`src/rtl/uart_rx_pkg.sv`:
```
package uart_rx_pkg;
  typedef enum logic [1:0] {
    ST_IDLE  = 2'd0,
    ST_START = 2'd1,
    ST_DATA  = 2'd2,
    ST_STOP  = 2'd3
  } rx_state_e;
endpackage

```
`src/rtl/uart_rx_sync.sv`:
```
module uart_rx_sync #(
  parameter int STAGES = 2
) (
  input  logic clk,
  input  logic rst_n,
  input  logic d_i,
  output logic q_o
);
  logic [STAGES-1:0] chain_q;
  logic [STAGES-1:0] chain_d;

  always_comb chain_d = {chain_q[STAGES-2:0], d_i};

  always_ff @(posedge clk or negedge rst_n) begin
    if (!rst_n) chain_q <= '1;
    else        chain_q <= chain_d;
  end

  assign q_o = chain_q[STAGES-1];
endmodule

```
`src/rtl/uart_rx_idle_guard.sv`:
```
module uart_rx_idle_guard #(
  parameter int OVS       = 16,
  parameter int DATA_BITS = 8
) (
  input  logic clk,
  input  logic rst_n,
  input  logic tick,
  input  logic rx_s,
  input  logic disarm_i,
  output logic armed_o,
  output logic brk_o
);
  localparam int FRAME_TICKS = OVS * (DATA_BITS + 2);
  localparam int CW = $clog2(FRAME_TICKS + 2);
  localparam logic [CW-1:0] HI_MAX = CW'(FRAME_TICKS);
  localparam logic [CW-1:0] LO_MAX = CW'(FRAME_TICKS + 1);

  logic [CW-1:0] hi_q, hi_d, lo_q, lo_d;
  logic          armed_q, armed_d;

  always_comb begin
    hi_d    = hi_q;
    lo_d    = lo_q;
    armed_d = armed_q;
    if (!rx_s)                       hi_d = '0;
    else if (tick && hi_q != HI_MAX) hi_d = hi_q + 1'b1;
    if (rx_s)                        lo_d = '0;
    else if (tick && lo_q != LO_MAX) lo_d = lo_q + 1'b1;
    if (disarm_i)
      armed_d = 1'b0;
    else if (rx_s && tick && hi_q == HI_MAX - 1'b1)
      armed_d = 1'b1;
  end

  always_ff @(posedge clk or negedge rst_n) begin
    if (!rst_n) begin
      hi_q    <= '0;
      lo_q    <= '0;
      armed_q <= 1'b1;
    end else begin
      hi_q    <= hi_d;
      lo_q    <= lo_d;
      armed_q <= armed_d;
    end
  end

  assign armed_o = armed_q;
  assign brk_o   = (lo_q == LO_MAX);

  AST_DISARM_AFTER_FERR: assert property (@(posedge clk) disable iff (!rst_n)
    disarm_i |=> !armed_o);
  AST_REARM_NEEDS_HIGH: assert property (@(posedge clk) disable iff (!rst_n)
    (!armed_o && !rx_s) |=> !armed_o);
  AST_BREAK_LINE_LOW: assert property (@(posedge clk) disable iff (!rst_n)
    brk_o |-> $past(!rx_s));
endmodule

```
`src/rtl/uart_rx_frame.sv`:
```
module uart_rx_frame
  import uart_rx_pkg::*;
#(
  parameter int OVS       = 16,
  parameter int DATA_BITS = 8
) (
  input  logic                 clk,
  input  logic                 rst_n,
  input  logic                 tick,
  input  logic                 rx_s,
  input  logic                 armed,
  output logic [DATA_BITS-1:0] data_o,
  output logic                 valid_o,
  output logic                 ferr_o,
  output logic                 disarm_o
);
  localparam int TW = $clog2(OVS);
  localparam int BW = $clog2(DATA_BITS);
  localparam logic [TW-1:0] T_LAST = TW'(OVS - 1);
  localparam logic [TW-1:0] T_HALF = TW'(OVS / 2 - 1);
  localparam logic [BW-1:0] B_LAST = BW'(DATA_BITS - 1);

  rx_state_e            state_q, state_d;
  logic [TW-1:0]        tcnt_q, tcnt_d;
  logic [BW-1:0]        bcnt_q, bcnt_d;
  logic [DATA_BITS-1:0] sh_q, sh_d, data_q, data_d;
  logic                 valid_q, valid_d, ferr_q, ferr_d;

  always_comb begin
    state_d = state_q;
    tcnt_d  = tcnt_q;
    bcnt_d  = bcnt_q;
    sh_d    = sh_q;
    data_d  = data_q;
    valid_d = 1'b0;
    ferr_d  = 1'b0;
    if (tick) begin
      unique case (state_q)
        ST_IDLE: begin
          if (!rx_s && armed) begin
            state_d = ST_START;
            tcnt_d  = '0;
          end
        end
        ST_START: begin
          if (tcnt_q == T_HALF) begin
            tcnt_d  = '0;
            bcnt_d  = '0;
            state_d = rx_s ? ST_IDLE : ST_DATA;
          end else begin
            tcnt_d = tcnt_q + 1'b1;
          end
        end
        ST_DATA: begin
          if (tcnt_q == T_LAST) begin
            tcnt_d = '0;
            sh_d   = {rx_s, sh_q[DATA_BITS-1:1]};
            if (bcnt_q == B_LAST) state_d = ST_STOP;
            else                  bcnt_d  = bcnt_q + 1'b1;
          end else begin
            tcnt_d = tcnt_q + 1'b1;
          end
        end
        ST_STOP: begin
          if (tcnt_q == T_LAST) begin
            tcnt_d  = '0;
            valid_d = 1'b1;
            ferr_d  = !rx_s;
            data_d  = sh_q;
            state_d = ST_IDLE;
          end else begin
            tcnt_d = tcnt_q + 1'b1;
          end
        end
        default: state_d = ST_IDLE;
      endcase
    end
  end

  always_ff @(posedge clk or negedge rst_n) begin
    if (!rst_n) begin
      state_q <= ST_IDLE;
      tcnt_q  <= '0;
      bcnt_q  <= '0;
      sh_q    <= '0;
      data_q  <= '0;
      valid_q <= 1'b0;
      ferr_q  <= 1'b0;
    end else begin
      state_q <= state_d;
      tcnt_q  <= tcnt_d;
      bcnt_q  <= bcnt_d;
      sh_q    <= sh_d;
      data_q  <= data_d;
      valid_q <= valid_d;
      ferr_q  <= ferr_d;
    end
  end

  assign data_o   = data_q;
  assign valid_o  = valid_q;
  assign ferr_o   = ferr_q;
  assign disarm_o = valid_d & ferr_d;

  AST_VALID_PULSE: assert property (@(posedge clk) disable iff (!rst_n)
    valid_o |=> !valid_o);
  AST_FERR_WITH_VALID: assert property (@(posedge clk) disable iff (!rst_n)
    ferr_o |-> valid_o);
  AST_GLITCH_TO_IDLE: assert property (@(posedge clk) disable iff (!rst_n)
    (state_q == ST_START && tick && tcnt_q == T_HALF && rx_s) |=> state_q == ST_IDLE);
  AST_DISARMED_HOLD: assert property (@(posedge clk) disable iff (!rst_n)
    (state_q == ST_IDLE && !armed) |=> state_q == ST_IDLE);
endmodule

```
`src/rtl/uart_rx_resync.sv`:
```
module uart_rx_resync #(
  parameter int OVS       = 16,
  parameter int DATA_BITS = 8
) (
  input  logic                 clk,
  input  logic                 rst_n,
  input  logic                 os_tick,
  input  logic                 rxd,
  output logic [DATA_BITS-1:0] rx_byte,
  output logic                 rx_valid,
  output logic                 rx_frame_err,
  output logic                 rx_break
);
  logic [1:0] rst_pipe_q;
  logic       rst_int_n;
  logic       rx_s, armed, disarm;

  always_ff @(posedge clk or negedge rst_n) begin
    if (!rst_n) rst_pipe_q <= 2'b00;
    else        rst_pipe_q <= {rst_pipe_q[0], 1'b1};
  end
  assign rst_int_n = rst_pipe_q[1];

  uart_rx_sync #(.STAGES(2)) u_sync (
    .clk(clk), .rst_n(rst_int_n), .d_i(rxd), .q_o(rx_s)
  );

  uart_rx_idle_guard #(.OVS(OVS), .DATA_BITS(DATA_BITS)) u_guard (
    .clk(clk), .rst_n(rst_int_n), .tick(os_tick), .rx_s(rx_s),
    .disarm_i(disarm), .armed_o(armed), .brk_o(rx_break)
  );

  uart_rx_frame #(.OVS(OVS), .DATA_BITS(DATA_BITS)) u_frame (
    .clk(clk), .rst_n(rst_int_n), .tick(os_tick), .rx_s(rx_s),
    .armed(armed), .data_o(rx_byte), .valid_o(rx_valid),
    .ferr_o(rx_frame_err), .disarm_o(disarm)
  );
endmodule

```
`config.mk`:
```
export PLATFORM = sky130hd
export DESIGN_NAME = uart_rx_resync
export DESIGN_NICKNAME = d
export VERILOG_FILES = /design/src/rtl/uart_rx_pkg.sv /design/src/rtl/uart_rx_sync.sv /design/src/rtl/uart_rx_idle_guard.sv /design/src/rtl/uart_rx_frame.sv /design/src/rtl/uart_rx_resync.sv
export SDC_FILE = /design/constraint.sdc
export NUM_CORES = 1
export LEC_CHECK = 0
export ABC_AREA = 1
export CAP_MARGIN = 25
export CORE_MARGIN = 2
export CORE_UTILIZATION = 26
export CTS_BUF_LIST = sky130_fd_sc_hd__clkbuf_8
export DETAILED_ROUTE_END_ITERATION = 16
export SETUP_SLACK_MARGIN = 0.1
export SLEW_MARGIN = 25
export SYNTH_ARGS = -nofsm -noshare
export SYNTH_HDL_FRONTEND = slang
export SYNTH_HIERARCHICAL = 1
export SYNTH_SLANG_ARGS = --single-unit
```
`constraint.sdc`:
```
create_clock -name clk -period 2.4 [get_ports clk]
set_input_delay 0.48 -clock clk [delete_from_list [all_inputs] [get_ports clk]]
set_output_delay 0.48 -clock clk [all_outputs]
set_load 0.01 [all_outputs]
```
==> flow_summary_export.csv, run 1 <==
group,metric,value,unit
outcome,status,"completed",
timing,fin_crit_sh,78.66,%
setup_path,cp_data_required_time,1920,ps
timing,fmax,529.7,MHz
timing,maxSlewViolCount,0,
timing,worst_slew_pin_slew,526.3,ps
routing,drtAntennaViolNets,0,
routing,dr.pass1.iters,4,
clocking,path_clk_slew,90,ps
pwr,leakage,1.391,nW
clocking,clk_latency,310,ps
layout,stdcell_count,449,
global_route,grt_max_degree,23,
synthesis,synth.avg_cell_area,8.758,um^2
clocking,cts_max_level,2,
layout,area_growth_syn_to_layout,15.15,%
layout,antenna_cells,0,
routing,drc,0,
layout,multi_input_area,1214,um^2
synthesis,syn-num-nets,308,
floorplan,die_area,10820,um^2
synthesis,yosys_warnings,6,
clocking,clock_path_buffers,2,
synthesis,synth_largest_area_cell,"dfrtp_1",
setup_path,cp-end-kind,"primary output",
layout,regArea,1206,um^2
pwr,vdd_drop_max,0.1945,mV
clocking,cts_buffers,5,
floorplan,start_util,26.74,%
synthesis,synth_seq_area_share,46.32,%
routing,vias,1921,
setup_path,worstPathArrival,1410,ps
layout,fin_nets,326,
timing,rsz0062_at_grt,"no",
synthesis,syn_area,2601,um^2
worst_hold_path,hp-class,"register to asynchronous set/reset pin",
routing,viasPerCell,4.278,
clocking,tritoncts,"yes",
pwr,cellPowerDensity,501.3,nW/um^2
floorplan,ios,15,
global_route,overflow,0,
setup_path,critPathSlowestCell,"dfrtp_1",
timing,setup_viol,0,
setup_path,slowest_delay,440,ps
global_route,first_global_vias,1823,
setup_path,rr_worst_depth,7,
floorplan,row_count,36,
timing,hold_viol,0,
routing,routedWlPerCell,9.951,um
run,max_cap_violations,0,
setup_path,r2r_end,"u_frame/tcnt_q[2]$_DFFE_PN0P_",
floorplan,core_area,9729,um^2
layout,post-route-util,30.79,%
setup_path,cp_top_family,"flip-flops",
clocking,cts.sinks,48,
setup_path,cp_cell_sequence,"inv_1, ha_1, nand3_2, nor2_2, dlymetal6s2s_1",
synthesis,synth_top_area_share,43.29,%
floorplan,die_w,104.0,um
placement,dp.cells,441,
placement,place_area,2878,um^2
routing,wirelength,4468,um
placement,place.gp.congestion,0.7835,
layout,drive_gt1_share,20.57,%
synthesis,yosys_register_bits,48,
timing,finalCriticalPeriod,1888,ps
placement,portBuffers,14,
global_route,grt_pass1_wl,8190,um
pwr,fin_total_pwr,1.502,mW
floorplan,die_y,104.0,um
layout,stdcell_area,2995,um^2
timing,relSlewSlack,64.88,%
synthesis,synthCells,297,
timing,setup_tns,0,ps
setup_path,rrSetupSlack,840,ps
setup_path,r2r-start,"u_sync/chain_q[1]$_DFF_PN1_",
setup_path,crit_type,"register to primary output",
setup_path,cp-start-kind,"register",
global_route,antenna_found_initial,0,
timing,skew,7.309,ps
clocking,root_buffer,"clkbuf_8",
setup_path,crit_buf_inv,2,
setup_path,worstPathMaxFanout,5,
layout,nFillCells,1042,
routing,drtIter0Drc,66,
global_route,grt_usage,9.006,%
synthesis,yosysUniqueCellTypes,33,
synthesis,synth.area.top_cells,"dfrtp_1 (43%), nand2_1 (11%), nand3_1 (6.2%), o21ai_2 (5.7%), nor2_1 (4.6%)",
placement,dp_hpwl,3286,um
==> registers in the layout, indices dropped and copies added, names as in the netlist, named ones only <==
register	count
u_frame/data_o	8
u_frame/bcnt_q	3
u_frame/state_q	1
u_guard/armed_o	1
u_frame/sh_q	8
u_frame/ferr_o	1
rst_pipe_q	2
u_frame/valid_o	1
u_guard/hi_q	8
u_frame/tcnt_q	4
u_sync/chain_q	2
u_guard/lo_q	8
==> power breakdown <==
part,internal [mW],total [mW],switching (mW)
Combinational,0.0223,0.0645,0.0422
Clock,0.314,0.597,0.283
Sequential,0.819,0.840,0.0212
==> cell type report <==
type                       count  share of cell area, %
clock buffer                   5                  2.297
clock inverter                 3                  1.546
inverter                      32                  4.052
multi-input combinational    210                  40.52
sequential                    48                  40.27
tap                          133                  5.556
timing repair buffer          18                  5.764
==> worst register-to-register path, delay by kind of cell (launching register included) <==
kind / cells / cell delay (ps)
AO/OA/AOI/OAI: 1 / 50
buffers and inverters: 2 / 260
flip-flops: 1 / 780
AND/OR/NAND/NOR: 4 / 370
==> layout by cell type, fill, tap and decap left out, drive strengths merged, types with 2 or more instances in the layout <==
| cell type | netlist | routed |
|---|---|---|
| nand4 | 6 | 6 |
| nand2 | 82 | 82 |
| nand3 | 37 | 37 |
| xor2 | 7 | 7 |
| inv | 31 | 32 |
| nor3 | 6 | 6 |
| clkbuf | 0 | 5 |
| dfstp | 3 | 3 |
| o21ai | 20 | 20 |
| nor2 | 38 | 38 |
| a21oi | 2 | 2 |
| buf | 7 | 4 |
| dfrtp | 45 | 45 |
| clkdlybuf4s50 | 0 | 13 |
| ha | 7 | 7 |
==> per-layer routing <==
metal | GRT usage, % | routed length, um | up-vias
li1 | - | - | 986
met1 | 11.94 | 2208 | 899
met2 | 14.29 | 2031 | 29
met3 | 2.256 | 166 | 7
met4 | 3.185 | 61 | 0
met5 | 0 | 0 | -
==> logic make-up (layout without fill, tap and decap cells) <==
kind of cell               Yosys count  after routing  synth area share (%)
AOI/OAI and AO/OA                   26             26                 9.043
xor gates and xnor gates             7              7                 2.357
DFF                                 48             48                 46.32
adders and majority gates            7              7                 3.367
other                                1              1                0.1442
and+or+nand+nor                    169            169                 31.75
buffers and inverters               39             58                 7.022
==> cell usage after synthesis <==
cell type,number
a21oi_1,2
a22o_1,1
buf_1,1
buf_2,1
buf_4,1
buf_6,4
clkinv_2,1
conb_1,1
dfrtp_1,45
dfstp_2,3
ha_1,7
inv_1,26
inv_2,5
nand2_1,74
nand2_2,5
nand2_4,3
nand3_1,32
nand3_2,4
nand3_4,1
nand4_1,4
nand4_4,2
nor2_1,32
nor2_2,5
nor2_4,1
nor3_1,5
nor3_2,1
o21ai_0,2
o21ai_2,17
o21ai_4,1
o21ba_2,1
o21bai_4,1
o22ai_2,1
xor2_1,7
==> worst max-delay path by stage <==
stage	slack, ps	to	startpoint	depth (start not counted)
finish	510	rx_break	u_guard/lo_q[1]$_DFFE_PN0P_	5
global route	410	rx_break	u_guard/lo_q[1]$_DFFE_PN0P_	5
global placement	390	u_guard/armed_o$_DFFE_PN1P_	os_tick	4
floorplan	960	u_guard/armed_o$_DFFE_PN1P_	u_frame/tcnt_q[0]$_DFFE_PN0P_	7
detailed placement	380	u_guard/armed_o$_DFFE_PN1P_	os_tick	4
CTS	100	rx_break	u_guard/lo_q[1]$_DFFE_PN0P_	5
==> timing repair <==
action / in CTS / in global routing
setup buffers: 0 / 0
hold buffers: 0 / 0
hold endpoints to repair: 0 / 0
endpoints found under the setup margin: 0 / 1
resized for setup: 0 / 1
==> through the flow <==
step | worst slack [ps] | hold slack, ps
after floorplan | 957.8 | 184.4
after global placement | 385.7 | 259.0
after detailed placement | 381.2 | 259.1
after CTS | 102.2 | 268.4
after global routing | 411.6 | 302.8
final | 512.2 | 244.7
Note: power is estimated with default switching activity, not from simulation.
==> run 2, diff against run 1 <==
- clock period: 2.4 -> 1.87 ns (I/O delays scaled with it)
==> run 2 against run 1 <==
Sequential cell count unchanged. Register-to-register slack got worse by 490 ps. Count of clock-buffer cells in the layout stayed put. Clock power up 27%. Utilization up 0.54 points. Via count fell by 1.4%. Cell area increased by 1.8%. Global-route usage decreased by 0.068 points. Critical path type unchanged. Largest cell class unchanged. Highest routed layer unchanged.
==> flow_summary_export.csv, run 2 (synthesized netlist as in run 1, its figures left out) <==
group,metric,value,unit
outcome,status,"completed",
layout,antenna_cells,0,
setup_path,worstPathArrival,1230,ps
setup_path,crit_type,"register to primary output",
timing,setup_tns,0,ps
clocking,path_clk_slew,90,ps
routing,vias,1895,
global_route,grt_max_degree,47,
global_route,grt_pass1_wl,8169,um
floorplan,start_util,26.74,%
clocking,cts_hold_buf,0,
layout,fin_nets,329,
setup_path,worstPathMaxFanout,5,
pwr,vdd_drop_max,0.3049,mV
layout,nFillCells,1055,
clocking,cts_buffers,5,
global_route,first_global_vias,1852,
floorplan,row_count,36,
timing,holdWs,229.1,ps
setup_path,cp_top_family,"flip-flops",
placement,dp.cells,443,
layout,regArea,1210,um^2
worst_hold_path,hp-class,"input port to asynchronous set/reset pin",
placement,post-place-ws,110.6,ps
floorplan,die_w,104.0,um
global_route,grt_usage,8.939,%
layout,final_common_cell,"nand2_1",
pwr,leakage,1.400,nW
layout,post-route-util,31.33,%
setup_path,r2r-start,"u_frame/tcnt_q[0]$_DFFE_PN0P_",
layout,stdcell_area,3048,um^2
timing,rsz0062_at_grt,"no",
floorplan,ios,15,
placement,place.gp.congestion,0.8365,
routing,drtAntennaViolNets,0,
timing,hold_viol,0,
setup_path,crit_buf_inv,1,
global_route,antenna_found_initial,0,
timing,worst_slew_pin_slew,583.5,ps
timing,fmax,623.9,MHz
routing,dr.pass1.iters,4,
clocking,clk_latency,300,ps
setup_path,cp-end-kind,"primary output",
clocking,clock_path_buffers,2,
floorplan,core_area,9729,um^2
routing,wirelength,4476,um
routing,drc,0,
pwr,fin_total_pwr,1.923,mW
clocking,root_buffer,"clkbuf_8",
floorplan,die_area,10820,um^2
timing,skew,10.09,ps
placement,portBuffers,14,
timing,fin_crit_sh,85.72,%
global_route,overflow,0,
run,max_cap_violations,0,
setup_path,cp-start-kind,"register",
clocking,tritoncts,"yes",
setup_path,critPathSlowestCell,"dfrtp_2",
placement,place_area,2918,um^2
clocking,cts.sinks,48,
timing,setup_viol,0,
setup_path,cp_data_required_time,1500,ps
floorplan,die_y,104.0,um
setup_path,slowest_delay,450,ps
layout,stdcell_count,452,
pwr,cellPowerDensity,630.8,nW/um^2
setup_path,startpoint,"u_guard/lo_q[4]$_DFFE_PN0P_",
clocking,cts_max_level,2,
routing,drtIter0Drc,105,
timing,setup_ws,267.1,ps
timing,relSlewSlack,61.10,%
timing,maxSlewViolCount,0,
layout,drive_gt1_share,22.88,%
layout,multi_input_area,1221,um^2
routing,viasPerCell,4.192,
placement,dp_hpwl,3186,um
timing,finalCriticalPeriod,1603,ps
layout,area_growth_syn_to_layout,17.17,%
routing,routedWlPerCell,9.903,um
layout,most-common-layout-cells,"nand2_1 (74), dfrtp_1 (41), nand3_1 (32)",
setup_path,cp_cell_sequence,"nor2_2, nand2_2, nor2_4, buf_2",
-- run 2: changes by cell type in the layout (fill, tap and decap cells not counted), sizes merged --
cell	previous run	this run
buf	4	8
clkinv	1	3
clkinvlp	1	0
dlymetal6s2s	1	0
inv	32	31
-- run 2: power breakdown --
part,internal [mW],total (mW),switching (mW)
Clock,0.403,0.757,0.355
Sequential,1.05,1.06,0.0107
Combinational,0.0331,0.103,0.0700
-- run 2: path summary, 6_finish.rpt --
kind	depth (start not counted)	to	slack (ps)
max reg2reg	6	u_frame/sh_q[4]$_DFFE_PN0P_	350
min reg2reg	1	u_frame/sh_q[6]$_DFFE_PN0P_	350
max in group asynchronous	1	u_guard/lo_q[5]$_DFFE_PN0P_	1090
min in group clk	0	u_sync/chain_q[1]$_DFF_PN1_	360
max	4	rx_break	270
min	1	rst_pipe_q[0]$_DFF_PN0_	230
-- run 2: layer usage --
layer / track usage, % / routed length, um / part of all wire (%) / vias up
met2: 14.57 / 1962 / 44 / 23
met4: 2.510 / 19 / 0.42 / 0
met3: 2.130 / 149 / 3.3 / 2
met1: 11.85 / 2346 / 52 / 881
li1: - / - / - / 989
met5: 0 / 0 / 0 / -
-- run 2: cell type report --
class / instances / area share (%)
inverter: 32 / 3.982
clock buffer: 5 / 2.258
sequential: 48 / 39.70
tap: 133 / 5.460
clock inverter: 3 / 1.560
multi-input combinational: 210 / 40.07
timing repair buffer: 21 / 6.979
-- run 2: worst reg2reg max path: stages (launching register included) --
cell      delay [ps]
dfrtp_1          420
ha_1             270
nand3_4          130
clkinv_2         100
nand4_4          250
nand2_1          180
o21ai_2           60
-- run 2: repair_timing --
action	CTS	global route
pin swaps	1	1
gates resized for setup	4	5
endpoints found under the setup margin	1	1
endpoints found under the hold margin	0	0
buffers inserted	1	0
